==> src/rtl/adc_flag_pkg.sv <==
package adc_flag_pkg;
  localparam int NUM_CH    = 8;
  localparam int CH_W      = $clog2(NUM_CH);
  localparam int ADDR_W    = CH_W + 1;
  localparam int WORD_W    = 32;
  // status word bit positions (software decodes these)
  localparam int DONE_LSB  = 0;
  localparam int OVR_LSB   = 8;
  localparam int NEW_BIT   = 16;
  localparam int GOVR_BIT  = 17;
  localparam int RXEND_BIT = 18;
  localparam int RXFULL_BIT= 19;
  // register addresses
  localparam logic [ADDR_W-1:0] A_STATUS = '0;
  localparam logic [ADDR_W-1:0] A_LAST   = ADDR_W'(1);
endpackage

==> src/rtl/adc_chan_slot.sv <==
module adc_chan_slot #(
  parameter int  DATA_W = 10,
  parameter bit  PRESENT = 1'b1
) (
  input  logic              clk,
  input  logic              rst_n,
  input  logic              hit,
  input  logic [DATA_W-1:0] din,
  input  logic              clr_done,
  input  logic              clr_ovr,
  output logic              done,
  output logic              ovr,
  output logic [DATA_W-1:0] dout
);
  generate
    if (PRESENT) begin : g_live
      logic              done_q, ovr_q;
      logic [DATA_W-1:0] data_q;
      always_ff @(posedge clk or negedge rst_n) begin
        if (!rst_n) begin
          done_q <= 1'b0;
          ovr_q  <= 1'b0;
          data_q <= '0;
        end else begin
          done_q <= hit | (done_q & ~clr_done);
          ovr_q  <= (hit & done_q & ~clr_done) | (ovr_q & ~clr_ovr);
          if (hit) data_q <= din;
        end
      end
      assign done = done_q;
      assign ovr  = ovr_q;
      assign dout = data_q;

      assert_done_set_R3: assert property (@(posedge clk) disable iff (!rst_n)
        hit |=> done);
      assert_done_clr_R3: assert property (@(posedge clk) disable iff (!rst_n)
        (!hit && clr_done) |=> !done);
      assert_ovr_set_R4: assert property (@(posedge clk) disable iff (!rst_n)
        (hit && done && !clr_done) |=> ovr);
      assert_ovr_hold_R4: assert property (@(posedge clk) disable iff (!rst_n)
        (ovr && !clr_ovr) |=> ovr);
      assert_data_R8: assert property (@(posedge clk) disable iff (!rst_n)
        hit |=> (dout == $past(din)));
    end else begin : g_absent
      assign done = 1'b0;
      assign ovr  = 1'b0;
      assign dout = '0;
    end
  endgenerate
endmodule

==> src/rtl/adc_last_result.sv <==
module adc_last_result #(
  parameter int DATA_W = 10
) (
  input  logic              clk,
  input  logic              rst_n,
  input  logic              any_hit,
  input  logic [DATA_W-1:0] din,
  input  logic              rd_last,
  input  logic              rd_status,
  output logic              new_res,
  output logic              govr,
  output logic [DATA_W-1:0] dout
);
  logic              new_q, govr_q;
  logic [DATA_W-1:0] data_q;

  always_ff @(posedge clk or negedge rst_n) begin
    if (!rst_n) begin
      new_q  <= 1'b0;
      govr_q <= 1'b0;
      data_q <= '0;
    end else begin
      new_q  <= any_hit | (new_q & ~rd_last);
      govr_q <= (any_hit & new_q & ~rd_last) | (govr_q & ~rd_status);
      if (any_hit) data_q <= din;
    end
  end

  assign new_res = new_q;
  assign govr    = govr_q;
  assign dout    = data_q;

  assert_new_set_R5: assert property (@(posedge clk) disable iff (!rst_n)
    any_hit |=> new_res);
  assert_new_hold_R5: assert property (@(posedge clk) disable iff (!rst_n)
    (new_res && !rd_last) |=> new_res);
  assert_govr_set_R6: assert property (@(posedge clk) disable iff (!rst_n)
    (any_hit && new_res && !rd_last) |=> govr);
  assert_govr_hold_R6: assert property (@(posedge clk) disable iff (!rst_n)
    (govr && !rd_status) |=> govr);
endmodule

==> src/rtl/adc_dma_level.sv <==
module adc_dma_level (
  input  logic clk,
  input  logic rst_n,
  input  logic rx_end_in,
  input  logic rx_full_in,
  output logic rx_end,
  output logic rx_full
);
  always_ff @(posedge clk or negedge rst_n) begin
    if (!rst_n) begin
      rx_end  <= 1'b1;
      rx_full <= 1'b1;
    end else begin
      rx_end  <= rx_end_in;
      rx_full <= rx_full_in;
    end
  end

  assert_rxend_follow_R7: assert property (@(posedge clk) disable iff (!rst_n)
    1'b1 |=> (rx_end == $past(rx_end_in)));
  assert_rxfull_follow_R7: assert property (@(posedge clk) disable iff (!rst_n)
    1'b1 |=> (rx_full == $past(rx_full_in)));
endmodule

==> src/rtl/adc_result_flags.sv <==
module adc_result_flags
  import adc_flag_pkg::*;
#(
  parameter int DATA_W  = 10,
  parameter int IMPL_CH = 8
) (
  input  logic                 clk,
  input  logic                 rst_n,
  input  logic                 res_valid,
  output logic                 res_ready,
  input  logic [CH_W-1:0]      res_chan,
  input  logic [DATA_W-1:0]    res_data,
  input  logic                 dma_rx_end,
  input  logic                 dma_rx_full,
  input  logic                 rd_en,
  input  logic [ADDR_W-1:0]    rd_addr,
  output logic [WORD_W-1:0]    rd_data
);
  logic              chan_ok, any_hit;
  logic              rd_status, rd_last, rd_chan;
  logic [CH_W-1:0]   rd_idx;
  logic [NUM_CH-1:0] hit, clr_done, done, ovr;
  logic [DATA_W-1:0] ch_data [NUM_CH];
  logic [DATA_W-1:0] last_data;
  logic              new_res, govr, rx_end, rx_full;
  logic [WORD_W-1:0] status;

  assign res_ready = 1'b1;
  assign chan_ok   = int'(res_chan) < IMPL_CH;
  assign any_hit   = res_valid & chan_ok;

  assign rd_status = rd_en && (rd_addr == A_STATUS);
  assign rd_last   = rd_en && (rd_addr == A_LAST);
  assign rd_chan   = rd_en && rd_addr[ADDR_W-1];
  assign rd_idx    = rd_addr[CH_W-1:0];

  for (genvar n = 0; n < NUM_CH; n++) begin : g_ch
    assign hit[n]      = any_hit && (res_chan == CH_W'(n));
    assign clr_done[n] = rd_last || (rd_chan && (rd_idx == CH_W'(n)));
    adc_chan_slot #(.DATA_W(DATA_W), .PRESENT(n < IMPL_CH)) u_slot (
      .clk(clk), .rst_n(rst_n), .hit(hit[n]), .din(res_data),
      .clr_done(clr_done[n]), .clr_ovr(rd_status),
      .done(done[n]), .ovr(ovr[n]), .dout(ch_data[n])
    );
  end

  adc_last_result #(.DATA_W(DATA_W)) u_last (
    .clk(clk), .rst_n(rst_n), .any_hit(any_hit), .din(res_data),
    .rd_last(rd_last), .rd_status(rd_status),
    .new_res(new_res), .govr(govr), .dout(last_data)
  );

  adc_dma_level u_dma (
    .clk(clk), .rst_n(rst_n), .rx_end_in(dma_rx_end), .rx_full_in(dma_rx_full),
    .rx_end(rx_end), .rx_full(rx_full)
  );

  always_comb begin
    status = '0;
    status[DONE_LSB +: NUM_CH] = done;
    status[OVR_LSB  +: NUM_CH] = ovr;
    status[NEW_BIT]    = new_res;
    status[GOVR_BIT]   = govr;
    status[RXEND_BIT]  = rx_end;
    status[RXFULL_BIT] = rx_full;
  end

  always_comb begin
    rd_data = '0;
    if (rd_status)    rd_data = status;
    else if (rd_last) rd_data = WORD_W'(last_data);
    else if (rd_chan) rd_data = WORD_W'(ch_data[rd_idx]);
  end

  assert_status_hi_zero_R1: assert property (@(posedge clk) disable iff (!rst_n)
    rd_status |-> (rd_data[WORD_W-1:RXFULL_BIT+1] == '0));
  assert_hit_onehot_R3: assert property (@(posedge clk) disable iff (!rst_n)
    $onehot0(hit));
  assert_bad_chan_R9: assert property (@(posedge clk) disable iff (!rst_n)
    (res_valid && !chan_ok) |=> $stable(last_data));
endmodule

==> config.mk <==
export PLATFORM = sky130hd
export DESIGN_NAME = adc_result_flags
export DESIGN_NICKNAME = d
export VERILOG_FILES = /design/src/rtl/adc_flag_pkg.sv /design/src/rtl/adc_chan_slot.sv /design/src/rtl/adc_last_result.sv /design/src/rtl/adc_dma_level.sv /design/src/rtl/adc_result_flags.sv
export SDC_FILE = /design/constraint.sdc
export NUM_CORES = 1
export LEC_CHECK = 0
export ABC_CLOCK_PERIOD_IN_PS = 2400
export BUFFER_PORTS_ARGS = -buffer_cell sky130_fd_sc_hd__clkbuf_2
export CAP_MARGIN = 20
export CORE_UTILIZATION = 40
export DETAILED_ROUTE_END_ITERATION = 8
export GPL_ROUTABILITY_DRIVEN = 1
export PLACE_DENSITY = 0.68
export SLEW_MARGIN = 10
export SYNTH_ARGS = -nofsm -noshare
export SYNTH_HDL_FRONTEND = slang
export SYNTH_SLANG_ARGS = --single-unit
export TNS_END_PERCENT = 20
==> constraint.sdc <==
create_clock -name clk -period 2.4 [get_ports clk]
set_input_delay 0.12 -clock clk [delete_from_list [all_inputs] [get_ports clk]]
set_output_delay 0.12 -clock clk [all_outputs]
set_load 0.01 [all_outputs]
==> impl_metrics.prom, run 1 <==
# TYPE chip_impl_metric gauge
chip_impl_metric{name="cp_data_arrival_time",unit="ns"} 1.71
chip_impl_info{name="hold_class",value="input port to flip-flop"} 1
chip_impl_metric{name="wl_met3",unit="µm"} 610
chip_impl_metric{name="ys_types",unit=""} 41
chip_impl_info{name="cts-root-buf",value="clkbuf_16"} 1
chip_impl_info{name="yosysTopAreaCell",value="dfrtp_1"} 1
chip_impl_metric{name="detail_route.vias_per_cell",unit=""} 5.31
chip_impl_metric{name="met2_wirelength",unit="µm"} 5870
chip_impl_metric{name="timing_worst_slew_pin_value",unit="ns"} 0.785
chip_impl_metric{name="netlist_area",unit="µm²"} 5270
chip_impl_metric{name="grt_overflow",unit=""} 0
chip_impl_info{name="endpoint_kind",value="output pin"} 1
chip_impl_metric{name="wirelength_met1",unit="µm"} 5450
chip_impl_metric{name="die_area",unit="µm²"} 13600
chip_impl_info{name="timing.rr.start",value="g_ch[6].u_slot.dout[8]"} 1
chip_impl_metric{name="die_h",unit="µm"} 117
chip_impl_metric{name="dpl.cell_count",unit=""} 640
chip_impl_metric{name="dr.pass1.iters",unit=""} 4
chip_impl_metric{name="io-pin-count",unit=""} 56
chip_impl_metric{name="count_of_cells_resized_by_post_cts_repair",unit=""} 0
chip_impl_metric{name="timing.final.setup_violations",unit=""} 0
chip_impl_metric{name="maximum_number_of_pins_on_one_net_before_global_route_repair",unit=""} 111
chip_impl_metric{name="hold-worst-slack",unit="ns"} 0.0957
chip_impl_metric{name="cts.sink_count",unit=""} 110
chip_impl_metric{name="drc",unit=""} 0
chip_impl_metric{name="final_design_area_no_fill",unit="µm²"} 5940
chip_impl_metric{name="fin_cells",unit=""} 659
chip_impl_info{name="launch_point_of_the_critical_path",value="g_ch[0].u_slot.dout[9]"} 1
chip_impl_info{name="run_status",value="finished clean"} 1
chip_impl_metric{name="area_inside_the_core_boundary",unit="µm²"} 12700
chip_impl_metric{name="ant_nets",unit=""} 0
chip_impl_info{name="most_used_flip_flop_cell_after_synthesis",value="dfrtp_1"} 1
chip_impl_metric{name="synth_largest_type_area_fraction",unit="%"} 51.3
chip_impl_metric{name="gp_routability_congestion",unit=""} 0.854
chip_impl_metric{name="postCtsSetupRepairBufs",unit=""} 0
chip_impl_metric{name="cts_htree_levels",unit=""} 3
chip_impl_metric{name="final.setup_skew",unit="ns"} 0.000620
chip_impl_metric{name="drt-initial-drc-count",unit=""} 275
chip_impl_info{name="critPathKind",value="flip-flop to output pin"} 1
chip_impl_metric{name="final_count_of_hold_timing_violations",unit=""} 0
chip_impl_metric{name="antenna_found_initial",unit=""} 0
chip_impl_metric{name="synth_edf_count",unit=""} 0
chip_impl_metric{name="nets",unit=""} 505
chip_impl_metric{name="postLayoutCoreUtil",unit="%"} 46.7
chip_impl_metric{name="synth-async-reset-ratio",unit="%"} 100
chip_impl_metric{name="layout-drive-gt1-share",unit="%"} 21.4
chip_impl_metric{name="vdd_ir_drop_max",unit="mV"} 0.372
chip_impl_metric{name="finalWorstPathRequiredPeriod",unit="ns"} 1.83
chip_impl_info{name="crit_path_start_kind",value="flip-flop"} 1
chip_impl_metric{name="path_clk_slew",unit="ns"} 0.07
chip_impl_metric{name="final_min_period_over_clock_period",unit="%"} 76.4
chip_impl_metric{name="num_vias",unit=""} 3499
chip_impl_metric{name="setup-tns-final",unit="ns"} 0
chip_impl_metric{name="grt_pass1_wl",unit="µm"} 19700
chip_impl_metric{name="critical_path.max_fanout",unit=""} 2
chip_impl_metric{name="syn_area_per_cell",unit="µm²"} 12.0
chip_impl_metric{name="critical_path_required",unit="ns"} 2.28
chip_impl_info{name="rsz0062_at_grt",value="no"} 1
chip_impl_metric{name="yosys_warnings",unit=""} 0
chip_impl_metric{name="n_antenna_cell",unit=""} 0
chip_impl_info{name="tritoncts",value="yes"} 1
chip_impl_metric{name="postPlaceCellArea",unit="µm²"} 5620
chip_impl_metric{name="initial_utilization",unit="%"} 41.4
chip_impl_metric{name="area_growth_syn_to_layout",unit="%"} 12.7
chip_impl_metric{name="pwr_dens",unit="nW/µm²"} 781
chip_impl_metric{name="numCtsBuffers",unit=""} 9
chip_impl_metric{name="clockBufferDepth",unit=""} 2
chip_impl_info{name="top_post_synthesis_cells_by_area",value="dfrtp_1 51%, mux2_1 13%, mux2_2 4.3%"} 1
chip_impl_metric{name="grt_pass1_vias",unit=""} 3541
chip_impl_info{name="top_layer_used",value="met4"} 1
chip_impl_metric{name="drv.max_cap_violation_count",unit=""} 0
chip_impl_metric{name="hpwl",unit="µm"} 8320
chip_impl_metric{name="clk_latency",unit="ns"} 0.34
chip_impl_metric{name="synth_seq_area_share",unit="%"} 52.3
chip_impl_metric{name="wl_per_cell",unit="µm"} 18.3
chip_impl_metric{name="syn-instance-count",unit=""} 439
chip_impl_info{name="yosysMostFrequentCell",value="dfrtp_1"} 1
chip_impl_metric{name="groute.usage.overall",unit="%"} 19.6
chip_impl_metric{name="routed_wirelength",unit="µm"} 12100
chip_impl_metric{name="final_max_tran_viols",unit=""} 0
chip_impl_metric{name="fp.dieW",unit="µm"} 117
chip_impl_metric{name="clock.fmax",unit="MHz"} 546
chip_impl_metric{name="io_buffers",unit=""} 42
chip_impl_metric{name="std_cell_rows",unit=""} 41
chip_impl_info{name="hold_path_startpoint",value="res_data[1]"} 1
chip_impl_metric{name="slew_headroom",unit="%"} 47.7
chip_impl_metric{name="power_leakage",unit="nW"} 2.66
chip_impl_info{name="synthTopCellsByCount",value="108 x dfrtp_1, 63 x mux2_1, 26 x nand2_1, 25 x o21ai_1, 20 x mux2_2"} 1
chip_impl_metric{name="synth.ff_latch_count",unit=""} 110
## cells in the final DEF (no fill, tap or decap), types with 14 or more instances in the layout
cell type  instances
clkbuf_2          41
nand2_1           26
dfrtp_1          108
mux2_2            20
and2_1            14
o21ai_1           25
a21oi_1           18
mux2_1            63
buf_4             17
mux2i_1           17
## state kept, by name (all words and copies together), names as in the netlist
signal	flops
g_ch.u_slot.done	8
g_ch.u_slot.dout	80
g_ch.u_slot.ovr	8
u_dma.rx_end	1
u_dma.rx_full	1
u_last.dout	10
u_last.govr	1
u_last.new_res	1
## repair_timing
| action | CTS | global route |
|---|---|---|
| endpoints found under the setup margin | 0 | 0 |
| endpoints found under the hold margin | 110 | 0 |
| hold buffers | 3 | 0 |
## report_power, final
group | switching [mW] | internal (mW) | total (mW)
sequential | 0.201 | 2.24 | 2.44
clock | 0.646 | 0.787 | 1.43
combinational | 0.383 | 0.380 | 0.763
total | 1.23 | 3.41 | 4.64
## logic make-up (layout without fill, tap and decap cells)
kind of cell / Yosys count / after routing / share of synthesized area [%]
AO/OA/AOI/OAI: 91 / 91 / 10.9
XOR/XNOR: 3 / 3 / 0.499
buffers and inverters: 51 / 88 / 5.96
flip-flops: 110 / 110 / 52.3
multiplexers: 102 / 102 / 21.8
other: 2 / 13 / 0.142
AND/OR/NAND/NOR: 80 / 80 / 8.43
## worst paths after layout
| path | slack (ns) | to | depth (start not counted) |
|---|---|---|---|
| max in group asynchronous | 1.52 | u_last.dout[6] | 3 |
| min in group asynchronous | 0.35 | g_ch[5].u_slot.dout[2] | 3 |
| min | 0.1 | g_ch[2].u_slot.dout[1] | 3 |
| max reg2reg | 1.58 | g_ch[6].u_slot.dout[8] | 1 |
| min reg2reg | 0.48 | g_ch[0].u_slot.dout[9] | 1 |
| max | 0.57 | rd_data[9] | 5 |
## critical path: stages, from the launching register on
cell	delay, ns
dfrtp_1	0.37
nor2b_1	0.13
a2111oi_2	0.37
a2111oi_2	0.08
a221o_1	0.28
clkbuf_2	0.13
## per-layer routing
metal	up-vias	GRT usage (%)
met5	-	0
met4	0	5.57
li1	1618	-
met1	1759	27.7
met2	110	30.9
met3	12	3.66
## per-stage QoR
step	power (mW)	setup WS, ns
2_1_floorplan	2.97	1.10
3_3_place_gp	3.19	0.623
3_5_place_dp	3.24	0.577
4_1_cts	4.68	0.553
5_1_grt	4.89	0.473
6_report	4.64	0.568
## area by class of cell
cell class                 instances  area, µm²
fill                            1184       6780
sequential                       110       2760
multi-input combinational        289       2240
timing repair buffer              63        403
clock buffer                      13        270
tap                              172        215
inverter                           9       33.8
clock inverter                     3       17.5
No activity file was read; power rests on OpenSTA's default activity.
==> inputs of run 2 (changes only) <==
--- a/config.mk
+++ b/config.mk
@@ -5,13 +5,13 @@
 export SDC_FILE = /design/constraint.sdc
 export NUM_CORES = 1
 export LEC_CHECK = 0
-export ABC_CLOCK_PERIOD_IN_PS = 2400
+export ABC_CLOCK_PERIOD_IN_PS = 1500
 export BUFFER_PORTS_ARGS = -buffer_cell sky130_fd_sc_hd__clkbuf_2
 export CAP_MARGIN = 20
 export CORE_UTILIZATION = 40
 export DETAILED_ROUTE_END_ITERATION = 8
 export GPL_ROUTABILITY_DRIVEN = 1
-export PLACE_DENSITY = 0.68
+export PLACE_DENSITY = 0.7
 export SLEW_MARGIN = 10
 export SYNTH_ARGS = -nofsm -noshare
 export SYNTH_HDL_FRONTEND = slang
==> constraint.sdc (replaced) <==
create_clock -name clk -period 1.5 [get_ports clk]
set_input_delay 0.075 -clock clk [delete_from_list [all_inputs] [get_ports clk]]
set_output_delay 0.075 -clock clk [all_outputs]
set_load 0.01 [all_outputs]
==> run 2 against run 1 <==
Effect of this change: the run now ends with negative hold slack, negative setup slack left; core utilization grew 2.4 points; setup slack lost 0.86 ns; wire length grew 2.8%; power increased by 67%; combinational power is 76% higher; sequential cell count unchanged; sequential power increased by 60%; global-route usage is 0.65 points higher; clock power grew 74%; count of clock-buffer cells in the layout down 2; largest cell class unchanged; final cell count is 3.2% higher.
==> impl_metrics.prom, run 2 (same netlist as run 1, synthesis figures left out) <==
# TYPE chip_impl_metric gauge
chip_impl_metric{name="fin_cells",unit=""} 680
chip_impl_metric{name="std_cell_rows",unit=""} 41
chip_impl_metric{name="io-pin-count",unit=""} 56
chip_impl_metric{name="design_power_total",unit="mW"} 7.72
chip_impl_info{name="worst_r2r_endpoint",value="g_ch[7].u_slot.dout[5]"} 1
chip_impl_metric{name="io_buffers",unit=""} 42
chip_impl_metric{name="final_min_period_over_clock_period",unit="%"} 119
chip_impl_metric{name="wl_per_cell",unit="µm"} 18.3
chip_impl_metric{name="hpwl",unit="µm"} 8890
chip_impl_metric{name="grt_pass1_vias",unit=""} 3677
chip_impl_metric{name="die_area",unit="µm²"} 13600
chip_impl_metric{name="drc",unit=""} 0
chip_impl_metric{name="final_count_of_hold_timing_violations",unit=""} 1
chip_impl_metric{name="layout_setup_ws",unit="ns"} -0.288
chip_impl_metric{name="vdd_ir_drop_max",unit="mV"} 0.568
chip_impl_info{name="most_frequent_cells_in_the_layout",value="108 x dfrtp_1, 63 x mux2_1, 40 x clkbuf_2, 33 x buf_4, 26 x nand2_1"} 1
chip_impl_info{name="cts-root-buf",value="clkbuf_16"} 1
chip_impl_metric{name="timing.final.setup_violations",unit=""} 9
chip_impl_metric{name="reg2reg_setup_slack",unit="ns"} 0.56
chip_impl_metric{name="grt_pass1_wl",unit="µm"} 20300
chip_impl_metric{name="maximum_number_of_pins_on_one_net_before_global_route_repair",unit=""} 37
chip_impl_info{name="critPathKind",value="flip-flop to output pin"} 1
chip_impl_metric{name="cts.sink_count",unit=""} 110
chip_impl_metric{name="critical_path_required",unit="ns"} 1.42
chip_impl_metric{name="area_growth_syn_to_layout",unit="%"} 18.5
chip_impl_metric{name="gp_routability_congestion",unit=""} 0.837
chip_impl_metric{name="power.clock.fraction",unit="%"} 32.2
chip_impl_metric{name="path_clk_slew",unit="ns"} 0.07
chip_impl_metric{name="fp.dieW",unit="µm"} 117
chip_impl_metric{name="die_h",unit="µm"} 117
chip_impl_metric{name="switching_share",unit="%"} 26.8
chip_impl_metric{name="hold-worst-slack",unit="ns"} -0.00376
chip_impl_metric{name="rr_worst_depth",unit=""} 2
chip_impl_metric{name="cts_htree_levels",unit=""} 3
chip_impl_metric{name="groute.usage.overall",unit="%"} 20.2
chip_impl_metric{name="layout-drive-gt1-share",unit="%"} 27.0
chip_impl_metric{name="n_antenna_cell",unit=""} 0
chip_impl_metric{name="final.setup_skew",unit="ns"} 0.00107
chip_impl_metric{name="grt_overflow",unit=""} 0
chip_impl_metric{name="detail_route.vias_per_cell",unit=""} 5.30
chip_impl_info{name="launch_point_of_the_critical_path",value="g_ch[0].u_slot.dout[9]"} 1
chip_impl_metric{name="power.share.combinational",unit="%"} 17.4
chip_impl_metric{name="power_switching",unit="mW"} 2.07
chip_impl_metric{name="drt-initial-drc-count",unit=""} 254
chip_impl_metric{name="num_vias",unit=""} 3603
chip_impl_info{name="endpoint_kind",value="output pin"} 1
chip_impl_metric{name="initial_utilization",unit="%"} 41.4
chip_impl_metric{name="area_inside_the_core_boundary",unit="µm²"} 12700
chip_impl_metric{name="power_leakage",unit="nW"} 2.80
chip_impl_metric{name="sequential_share_of_power",unit="%"} 50.4
chip_impl_metric{name="clockBufferDepth",unit=""} 2
chip_impl_metric{name="critical_path.max_fanout",unit=""} 2
chip_impl_info{name="tritoncts",value="yes"} 1
chip_impl_info{name="timing.rr.start",value="g_ch[7].u_slot.dout[5]"} 1
chip_impl_metric{name="numCtsBuffers",unit=""} 9
chip_impl_metric{name="finalWorstPathRequiredPeriod",unit="ns"} 1.79
chip_impl_metric{name="largest_register_ffs",unit=""} 80
chip_impl_metric{name="cp_data_arrival_time",unit="ns"} 1.71
chip_impl_info{name="crit_end",value="rd_data[9]"} 1
chip_impl_metric{name="pwr_dens",unit="nW/µm²"} 1240
chip_impl_metric{name="cell_internal_power_dissipation",unit="mW"} 5.66
chip_impl_metric{name="nets",unit=""} 526
chip_impl_metric{name="dpl.cell_count",unit=""} 659
chip_impl_info{name="hold_class",value="input port to flip-flop"} 1
chip_impl_metric{name="antenna_found_initial",unit=""} 0
chip_impl_metric{name="drv.max_cap_violation_count",unit=""} 0
chip_impl_metric{name="dr.pass1.iters",unit=""} 4
chip_impl_metric{name="clk_latency",unit="ns"} 0.35
chip_impl_info{name="crit_path_start_kind",value="flip-flop"} 1
chip_impl_metric{name="routed_wirelength",unit="µm"} 12400
chip_impl_metric{name="ant_nets",unit=""} 0
chip_impl_info{name="rsz0062_at_grt",value="yes"} 1
chip_impl_info{name="run_status",value="finished, violations left"} 1
chip_impl_metric{name="final_max_tran_viols",unit=""} 0
chip_impl_info{name="violations_in_the_final_reports",value="negative hold slack, negative setup slack"} 1
chip_impl_info{name="final_common_cell",value="dfrtp_1"} 1
chip_impl_metric{name="clock.fmax",unit="MHz"} 559
[run 2: cell types whose count changed in the layout (fill, tap and decap cells not counted), moves of 2 or more]
cell      before  now
buf_4         17   33
clkinv_2       2    0
clkinv_4       0    2
o21ai_2        0    2
a21oi_1       18   10
buf_12         2    7
a21oi_2        0    8
[run 2: stage by stage]
stage / utilization, % / area, µm² / setup TNS [ns] / hold slack [ns] / setup WS [ns]
floorplan: - / 5310 / 0 / -0.221 / 0.240
global placement: 45.8 / 5830 / -0.00589 / -0.0161 / -0.00589
detailed placement: 45.8 / 5830 / -0.0161 / -0.0156 / -0.00852
CTS: 49.0 / 6230 / -0.927 / 0.00311 / -0.258
global route: 49.1 / 6250 / -1.43 / 0.0186 / -0.363
finish: 49.1 / 6250 / -0.830 / -0.00376 / -0.288
[run 2: cell type report]
class,instances,area (µm²)
clock buffers,11,253
clock inverters,5,66.3
fillers,1100,6470
inverters,9,33.8
multi-input cells,289,2300
flip-flops and latches,110,2760
well taps,172,215
repair buffers,84,623
[run 2: metal layers]
| metal | track usage (%) | vias to the layer above | wire [µm] |
|---|---|---|---|
| met5 | 0 | - | 0 |
| met4 | 8.44 | 0 | 303 |
| met3 | 2.68 | 20 | 555 |
| met2 | 33.5 | 94 | 6110 |
| met1 | 26.9 | 1818 | 5450 |
| li1 | - | 1671 | - |
[run 2: what timing repair did]
item                                    4_1_cts  5_1_grt
hold buffers                                  3        0
hold endpoints to repair                    103        0
endpoints found under the setup margin       10       12
resized for setup                            10        5
pin swaps                                    12        3
buffers inserted                              1        1
[run 2: worst min-delay path by stage]
stage                         start                     end  slack (ns)  cells after the start
after floorplan               rst_n     g_ch[0].u_slot.done       -0.22                      0
after global placement        rst_n  g_ch[4].u_slot.dout[9]       -0.02                      1
after detailed placement      rst_n  g_ch[4].u_slot.dout[9]       -0.02                      1
after CTS                 res_valid          u_last.new_res       0.003                      2
after global routing      res_valid          u_last.new_res        0.02                      2
final                     res_valid          u_last.new_res      -0.004                      2
[run 2: power groups by stage]
stage | sequential (mW) | combinational, mW | clock, mW
6_report | 3.90 | 1.34 | 2.49
5_1_grt | 3.98 | 1.50 | 2.63
4_1_cts | 3.90 | 1.34 | 2.53
3_5_place_dp | 3.95 | 1.29 | 0
3_3_place_gp | 3.91 | 1.24 | 0
2_1_floorplan | 3.83 | 0.920 | 0
[run 2: worst max-delay path, cell delays in order (launching register included)]
cell	delay, ns
dfrtp_1	0.39
nor2b_4	0.14
a2111oi_4	0.34
a2111oi_2	0.10
a221o_1	0.27
clkbuf_2	0.13
